===== src/rtl/bus_arbiter3.sv =====
module bus_arbiter3 (
  input  logic clk,
  input  logic rst_n,
  input  logic cpu_sleep,
  input  logic cpu_edge,
  input  logic cpu_lock,
  input  logic xfer_req,
  input  logic xfer_edge,
  input  logic xfer_lock,
  input  logic fifo_req,
  input  logic fifo_done,
  output logic gnt_cpu,
  output logic gnt_xfer,
  output logic gnt_fifo
);
  typedef enum logic [1:0] {OW_CPU, OW_XFER, OW_FIFO, OW_GAP} owner_t;

  owner_t own_q, own_d, tgt_q, tgt_d;

  wire cpu_free_any  = cpu_sleep | cpu_edge;
  wire cpu_free_full = cpu_sleep | (cpu_edge & ~cpu_lock);
  wire xfer_free     = xfer_edge & ~xfer_lock;

  always_comb begin
    own_d = own_q;
    tgt_d = tgt_q;
    unique case (own_q)
      OW_CPU: begin
        if (fifo_req && cpu_free_any) begin
          own_d = OW_GAP; tgt_d = OW_FIFO;
        end else if (xfer_req && cpu_free_full) begin
          own_d = OW_GAP; tgt_d = OW_XFER;
        end
      end
      OW_XFER: begin
        if (!xfer_req || (fifo_req && xfer_free)) begin
          own_d = OW_GAP; tgt_d = fifo_req ? OW_FIFO : OW_CPU;
        end
      end
      OW_FIFO: begin
        if (fifo_done) begin
          own_d = OW_GAP; tgt_d = xfer_req ? OW_XFER : OW_CPU;
        end
      end
      default: own_d = tgt_q;
    endcase
  end

  always_ff @(posedge clk or negedge rst_n) begin
    if (!rst_n) begin
      own_q <= OW_CPU;
      tgt_q <= OW_CPU;
    end else begin
      own_q <= own_d;
      tgt_q <= tgt_d;
    end
  end

  assign gnt_cpu  = (own_q == OW_CPU);
  assign gnt_xfer = (own_q == OW_XFER);
  assign gnt_fifo = (own_q == OW_FIFO);
endmodule



===== config.mk =====
export PLATFORM = sky130hd
export DESIGN_NAME = bus_arbiter3
export DESIGN_NICKNAME = d
export VERILOG_FILES = /design/src/rtl/bus_arbiter3.sv
export SDC_FILE = /design/constraint.sdc
export NUM_CORES = 1
export LEC_CHECK = 0
export CAP_MARGIN = 25
export CORE_AREA = 2 2 39 41
export DETAILED_ROUTE_END_ITERATION = 12
export DIE_AREA = 0 0 41 43
export DONT_BUFFER_PORTS = 1
export SKIP_LAST_GASP = 1
export SLEW_MARGIN = 20
export SYNTH_ARGS = -nofsm -noshare
export SYNTH_HDL_FRONTEND = slang
export SYNTH_SLANG_ARGS = --single-unit

===== constraint.sdc =====
create_clock -name clk -period 1.7 [get_ports clk]
set_input_delay 0.085 -clock clk [delete_from_list [all_inputs] [get_ports clk]]
set_output_delay 0.085 -clock clk [all_outputs]
set_load 0.01 [all_outputs]

==> After elaboration in Yosys (flattened, before gate mapping) <==
Index checks and enable logic that the tools add are counted.
{ "word_totals": {"wordCells": 34, "out_inout_bits": 3, "in_bits": 10, "register_bits": 4} }
{ "op_classes": {"n_reduce_logical": 9, "n_mux": 12, "n_bitwise": 6, "n_eq_ne": 5} }
{ "op_table": {"columns": ["cell", "count"], "rows": [
  ["$mux 2", 9],
  ["$pmux 2 s3", 2],
  ["$reduce_and 4->1", 1],
  ["$logic_and 1x1->1", 3],
  ["$ne 3x1->1 const B", 1],
  ["$reduce_and 3->1", 1],
  ["$reduce_bool 3->1", 1],
  ["$and 1x1->1", 2],
  ["$eq 2x1->1 const B", 1],
  ["$eq 2x2->1 const B", 1],
  ["$logic_not 2->1", 1],
  ["$ne 2x1->1 const B", 1],
  ["$ne 2x2->1 const B", 1],
  ["$not 1->1", 2],
  ["$or 1x1->1", 2],
  ["$logic_not 1->1", 1],
  ["$logic_or 1x1->1", 1],
  ["$mux 1", 1]
]} }

==> Longest topological paths before layout <==
Gate-level depths: netlist of run 1.
{ "depth": {"ltp_word": 7, "ltp_mapped": 5, "depth_no_buf": 5} }

==> Least setup slack after synthesis of run 1 <==
No wires, ideal clock.
{ "synth_path": {"path_kind": "register to register", "startpoint": "register own_q[0]", "endpoint": "register tgt_q[1]", "setup_ns": 0.128, "path_buffers": 0, "period_less_slack_ns": 1.458, "stages_incl_launch_ff": 5, "setup_slack_ns": 0.242, "arrival_ns": 1.330, "required_ns": 1.572, "cell_sequence": "dfrtp_1 -> inv_1 -> ha_1 -> o311a_2 -> mux2_1"} }
{ "synth_via": {"elab_chain_len": 3, "word_cells_on_any_way": 9, "cone_classes": "eq/ne: 5; mux: 1; reduce/logical: 3"} }
{ "synth_lines": {"columns": ["item", "line", "text"], "rows": [
  ["from (decl)", "18", "owner_t own_q, own_d, tgt_q, tgt_d;"],
  ["from (signal assigned)", "54", "own_q <= own_d;"],
  ["$eq 2x1->1 (tied with other cells)", "27", "unique case (own_q)"],
  ["$ne 2x1->1 (no source line) (tied with other cells)", null, null],
  ["$reduce_and 4->1 (no source line)", null, null],
  ["to (signal assigned)", "55", "tgt_q <= tgt_d;"],
  ["to (decl)", "18", null]
]} }
Parallel ways exist; a longest one is shown, timed or not.
A chain may end at the register's enable or synchronous reset.

==> Worst setup path after layout of run 1 <==
Ends and elaborated chain as after synthesis.

==> results of run 1 <==
[metal layers]
metal	global-route usage	vias to the layer above	wire, µm
li1	-	119	-
met1	0.0847	110	222
met2	0.134	12	308
met3	0.0314	0	89
met4	0.0800	0	0
met5	0	-	0
[power by group through the flow]
| stage | registers (µW) | clock network [µW] | logic [µW] |
|---|---|---|---|
| finish | 170 | 113 | 325 |
| global route | 174 | 127 | 372 |
| CTS | 170 | 122 | 332 |
| detailed placement | 172 | 0 | 327 |
| global placement | 169 | 0 | 318 |
| floorplan | 165 | 0 | 257 |
[path summary, 6_finish.rpt]
check	start	to	depth (start not counted)
worst max register to register	own_q[0]$_DFFE_PN0P_	tgt_q[1]$_DFFE_PN0P_	4
worst min-delay path	rst_n	tgt_q[0]$_DFFE_PN0P_	1
worst max-delay path	own_q[0]$_DFFE_PN0P_	tgt_q[1]$_DFFE_PN0P_	4
min in group clk	fifo_req	tgt_q[1]$_DFFE_PN0P_	2
max in group asynchronous	rst_n	own_q[0]$_DFFE_PN0P_	1
worst min register to register	tgt_q[0]$_DFFE_PN0P_	tgt_q[0]$_DFFE_PN0P_	1
[critical path, stage by stage, from the launching register on]
cell     delay (ns)
dfrtp_1        0.37
inv_1          0.09
ha_1           0.35
o311a_2        0.35
mux2_1         0.29
[cell usage in the layout, fill, tap and decap left out, drive strengths merged]
master / n
inv: 2
a21oi: 1
ha: 4
dfrtp: 4
dlygate4sd3: 1
o22ai: 1
mux2: 2
nor2: 1
o21ai: 2
clkbuf: 3
o311a: 1
nand2: 1
nand4b: 1
nand2b: 2
nor3b: 1
mux2i: 2
buf: 1
nand3: 2
nor2b: 2
nand3b: 1
[cell families (layout without fill, tap and decap cells)]
family | Yosys count | in the layout
buffers and inverters | 2 | 7
and+or+nand+nor | 11 | 11
DFF | 4 | 4
muxes | 4 | 4
adders and majority gates | 4 | 4
AOI/OAI and AO/OA | 5 | 5
[layout make-up]
| cell class | instances | area, µm² |
|---|---|---|
| fillers | 152 | 1020 |
| multi-input cells | 24 | 191 |
| flip-flops and latches | 4 | 100 |
| clock buffers | 3 | 22.5 |
| well taps | 16 | 20.0 |
| repair buffers | 2 | 17.5 |
| inverters | 2 | 7.51 |
[state kept, by name, indices dropped and copies added, names as in the netlist]
name	count
tgt_q	2
own_q	2
[metrics by stage]
stage,util,area [µm²],hold slack [ns],worst slack [ns]
2_1_floorplan,-,299,-0.211,0.242
3_3_place_gp,0.236,327,-0.210,0.170
3_5_place_dp,0.236,327,-0.210,0.141
4_1_cts,0.259,359,0.113,0.139
5_1_grt,0.259,359,0.129,0.0639
6_report,0.259,359,0.121,0.139
==> results.yml, run 1 <==
logic_synthesis:
  async_flop_share: 1.00
  ys_seq_elements: 4
  synth_top_family_by_area: "simple AND/OR/NAND/NOR gates"
  synthAdderAreaFrac: 0.167
  synth-edff-count: 0
  syn_inst: 30
  synth_nets: 44
  ys_top_cells_by_count: "4 x dfrtp_1, 4 x ha_1"
  synth_compound_area_frac: 0.109
  yosys.area_share.xor_xnor: 0
  seq_area_frac_synth: 0.335
  synth_top_area_cell: "dfrtp_1"
  synthMuxAreaShare: 0.142
  synthTopCellsByArea: "dfrtp_1 33%, ha_1 17%, mux2_1 7.5%, mux2i_1 6.7%, nand2b_1 4.2%"
  synth-simple-area-share: 0.222
  synth_ff_type: "dfrtp_1"
  ys.warnings.count: 0
  netlist_area_um2: 299
  synth_cell_types: 18
  syn_area_per_cell_um2: 9.97
  synth_top_area_share: 0.335
clocking:
  cts_made_buffers: 3
  clk_latency_ns: 0.23
  clockBufferDepth: 2
  path_clk_slew_ns: 0.04
  hold_buffers: 1
  cts_tree: "built"
  cts_setup_buffers: 0
  cts.htree.levels: 1
  cts_resized: 0
  clock_sinks: 4
  clockRootBuffer: "clkbuf_4"
die:
  io_pins: 13
  fp-row-count: 14
  die_height_um: 43
  core_area_um2: 1380
  die_area_um2: 1760
  die_x_um: 41
  start_util: 0.216
drt:
  ant_nets: 0
  drtPass1Iterations: 2
  drc_errors: 0
  wl_per_cell_um: 12.2
  wirelength_um: 620
  avgViaCountPerCell: 4.73
  drtIter0Drc: 1
  vias: 241
timing:
  fin_worst_skew_ns: 0.00209
  drv_slew: 0
  fin_crit_ns: 1.56
  finalSetupTns_ns: 0
  setup_viol: 0
  hold_viol: 0
  finalCritPeriodShare: 0.918
  fmax_mhz: 641
  rsz0062_at_grt: "no"
  slew_headroom: 0.879
  worst_pin_slew_ns: 0.182
cells_and_area:
  num_antenna_cells: 0
  fin_nets: 51
  final_cells: 51
  drive_above_1_share: 0.143
  area_growth_pct: 20.1
critical_path:
  cp.arrival_ns: 1.67
  worstPathRequired_ns: 1.81
  critical_path_class: "reg2reg"
  r2r_slack_ns: 0.14
  start_kind: "flop"
  endpoint_kind: "flop"
  cp_max_fo: 4
worst_hold_path:
  hp-class: "in2async"
grt:
  grt_pass1_wl_um: 1010
  grt_overflow: 0
  antenna_found_initial: 0
  track_usage: 0.0877
  grt_pass1_vias: 278
  grt_start_max_net_pins: 6
power_and_ir_drop:
  intPower_uw: 380
  switchingPower_uw: 227
  p_leak_uw: 0.000163
  ir_drop_mv: 0.533
  p_total_uw: 608
  power_density_nw_per_um2: 1690
  pwr-share-seq: 0.279
  clkPwrFrac: 0.186
  swShare: 0.374
  p_comb_frac: 0.535
flow_run:
  maxCapViolations: 0
placed_design:
  dp_cells: 47
  gp_congestion: 0.731
  port_buffers: 0
  dpl.hpwl_um: 529
run_status:
  status: "finished, final reports clean"
Note: power is estimated with default switching activity, not from simulation.
==> inputs of run 2 (changes only) <==
--- a/config.mk
+++ b/config.mk
@@ -5,6 +5,7 @@
 export SDC_FILE = /design/constraint.sdc
 export NUM_CORES = 1
 export LEC_CHECK = 0
+export ABC_AREA = 1
 export CAP_MARGIN = 25
 export CORE_AREA = 2 2 39 41
 export DETAILED_ROUTE_END_ITERATION = 12
==> results.yml, run 2 <==
run_status:
  status: "finished, final reports clean"
clocking:
  cts_made_buffers: 3
  cts.htree.levels: 1
  clock_sinks: 4
  clk_latency_ns: 0.24
  clockBufferDepth: 2
  cts_setup_buffers: 0
  cts_tree: "built"
  path_clk_slew_ns: 0.04
  clockRootBuffer: "clkbuf_4"
logic_synthesis:
  seq_area_frac_synth: 0.271
  synthTopCellsByArea: "dfrtp_1 27%, nand2_1 16%, ha_1 14%, inv_1 10%, nand3_2 8.1%"
  synth_top_area_cell: "dfrtp_1"
  ys_top_cells_by_count: "16 x nand2_1, 10 x inv_1"
  synth_nets: 66
  synth_top_area_share: 0.271
  syn_inst: 52
  ys.warnings.count: 0
  async_flop_share: 1.00
  synth_ff_type: "dfrtp_1"
  syn_area_per_cell_um2: 7.10
  synthMostInstantiatedCell: "nand2_1"
  netlist_area_um2: 369
  synth-edff-count: 0
  synth_cell_types: 13
  ys_seq_elements: 4
cells_and_area:
  drive_above_1_share: 0.161
  num-fill-cells: 150
  layout_common_cells: "16 x nand2_1, 10 x inv_1"
  area_growth_pct: 14.2
  fin_nets: 72
  layout_commonest_cell: "nand2_1"
  final_cells: 72
  num_antenna_cells: 0
  area.sequential_um2: 100
  reg_top3: "own_q (2), tgt_q (2)"
  multi_input_area_um2: 231
die:
  core_area_um2: 1380
  io_pins: 13
  fp-row-count: 14
  die_height_um: 43
  die_area_um2: 1760
  start_util: 0.267
  die_x_um: 41
critical_path:
  path_depth: 6
  critical_path_class: "reg2reg"
  endpoint_kind: "flop"
  slowest_stage: "dfrtp_1"
  r2r_slack_ns: 0.39
  cp_common_cell: "nand2_1"
  critPathBufInv: 1
  crit_chain: "inv_1 > ha_1 > a21oi_2 > nand3_2 > nand2_1 > nand2_1"
  worstReg2RegEnd: "tgt_q[0]$_DFFE_PN0P_"
  worstPathRequired_ns: 1.83
  rr_startpoint: "own_q[0]$_DFFE_PN0P_"
  critPathMaxStageDelay_ns: 0.40
  cp_max_fo: 4
  cp.arrival_ns: 1.43
  start_kind: "flop"
  crit_family: "flip-flops"
  r2r_cells: 6
timing:
  fin_ws_ns: 0.391
  slew_headroom: 0.843
  fin_worst_skew_ns: 0.00249
  finalCritPeriodShare: 0.770
  hold_viol: 0
  worst_pin_slew_ns: 0.235
  finalSetupTns_ns: 0
  fmax_mhz: 764
  setup_viol: 0
  fin_crit_ns: 1.31
  hold_ws_ns: 0.118
  rsz0062_at_grt: "no"
  drv_slew: 0
placed_design:
  gp_congestion: 0.767
  dpl.hpwl_um: 622
  port_buffers: 0
  place_ws_ns: 0.393
  dp_cells: 68
flow_run:
  maxCapViolations: 0
power_and_ir_drop:
  power_density_nw_per_um2: 1690
  p_comb_frac: 0.578
  clkPwrFrac: 0.167
  switchingPower_uw: 327
  pwr-share-seq: 0.255
  intPower_uw: 384
  ir_drop_mv: 0.573
  swShare: 0.460
  p_leak_uw: 0.000241
drt:
  avgViaCountPerCell: 4.65
  wirelength_um: 709
  vias: 335
  wl_per_cell_um: 9.85
  ant_nets: 0
  drtIter0Drc: 5
  drtPass1Iterations: 4
  drc_errors: 0
worst_hold_path:
  hp-class: "in2async"
grt:
  grt_pass1_wl_um: 1240
  antenna_found_initial: 0
  grt_pass1_vias: 328
  grt_start_max_net_pins: 7
  grt_overflow: 0
  track_usage: 0.103
==> run 2: worst max-delay path by stage <==
stage | from | endpoint
after detailed placement | own_q[0]$_DFFE_PN0P_ | tgt_q[0]$_DFFE_PN0P_
after floorplan | own_q[0]$_DFFE_PN0P_ | tgt_q[0]$_DFFE_PN0P_
after global placement | own_q[0]$_DFFE_PN0P_ | tgt_q[0]$_DFFE_PN0P_
after CTS | own_q[0]$_DFFE_PN0P_ | tgt_q[0]$_DFFE_PN0P_
final | own_q[0]$_DFFE_PN0P_ | tgt_q[0]$_DFFE_PN0P_
after global routing | own_q[0]$_DFFE_PN0P_ | tgt_q[0]$_DFFE_PN0P_
==> run 2: cell families (layout without fill, tap and decap cells) <==
| kind of cell | count (synthesis) | in the layout | synth area share |
|---|---|---|---|
| AO/OA/AOI/OAI | 2 | 2 | 0.0373 |
| buffers and inverters | 10 | 14 | 0.102 |
| flip-flops | 4 | 4 | 0.271 |
| adder cells (fa/ha/maj) | 4 | 4 | 0.136 |
| AND/OR/NAND/NOR | 32 | 32 | 0.454 |
==> run 2: worst register-to-register path: cells and delay by family (launching register included) <==
family | cells | cell delay (ns)
AOI/OAI and AO/OA | 1 | 0.23
adders and majority gates | 1 | 0.29
buffers and inverters | 1 | 0.08
and+or+nand+nor | 3 | 0.20
DFF | 1 | 0.40
==> run 2: area by class of cell <==
class | instances | share of cell area
Multi-Input combinational cell | 38 | 0.549
Tap cell | 16 | 0.0475
Inverter | 10 | 0.0890
Timing Repair Buffer | 1 | 0.0237
Clock buffer | 3 | 0.0534
Sequential cell | 4 | 0.237
==> run 2: stage by stage <==
stage,util,cell area (µm²),power [µW]
after floorplan,-,369,522
final,0.305,422,711
after global routing,0.305,422,797
after global placement,0.281,389,590
after detailed placement,0.281,389,597
after CTS,0.305,422,723
==> run 2: per-layer routing <==
layer | vias up | global-route usage | wire (µm) | part of all wire
li1 | 176 | - | - | -
met1 | 147 | 0.101 | 308 | 0.43
met2 | 12 | 0.169 | 326 | 0.46
met3 | 0 | 0.0733 | 74 | 0.10
met4 | 0 | 0.0200 | 0 | 0
met5 | - | 0 | 0 | 0
==> run 2: power groups by stage <==
stage / Clock [µW] / Sequential [µW] / Combinational [µW]
global route: 130 / 189 / 478
floorplan: 0 / 171 / 352
global placement: 0 / 183 / 408
finish: 119 / 182 / 410
CTS: 123 / 182 / 418
detailed placement: 0 / 184 / 413
==> run 2: repair_timing <==
item / CTS / global route
gates resized for setup: 0 / 0
hold buffers: 1 / 0
hold endpoints to repair: 4 / 0
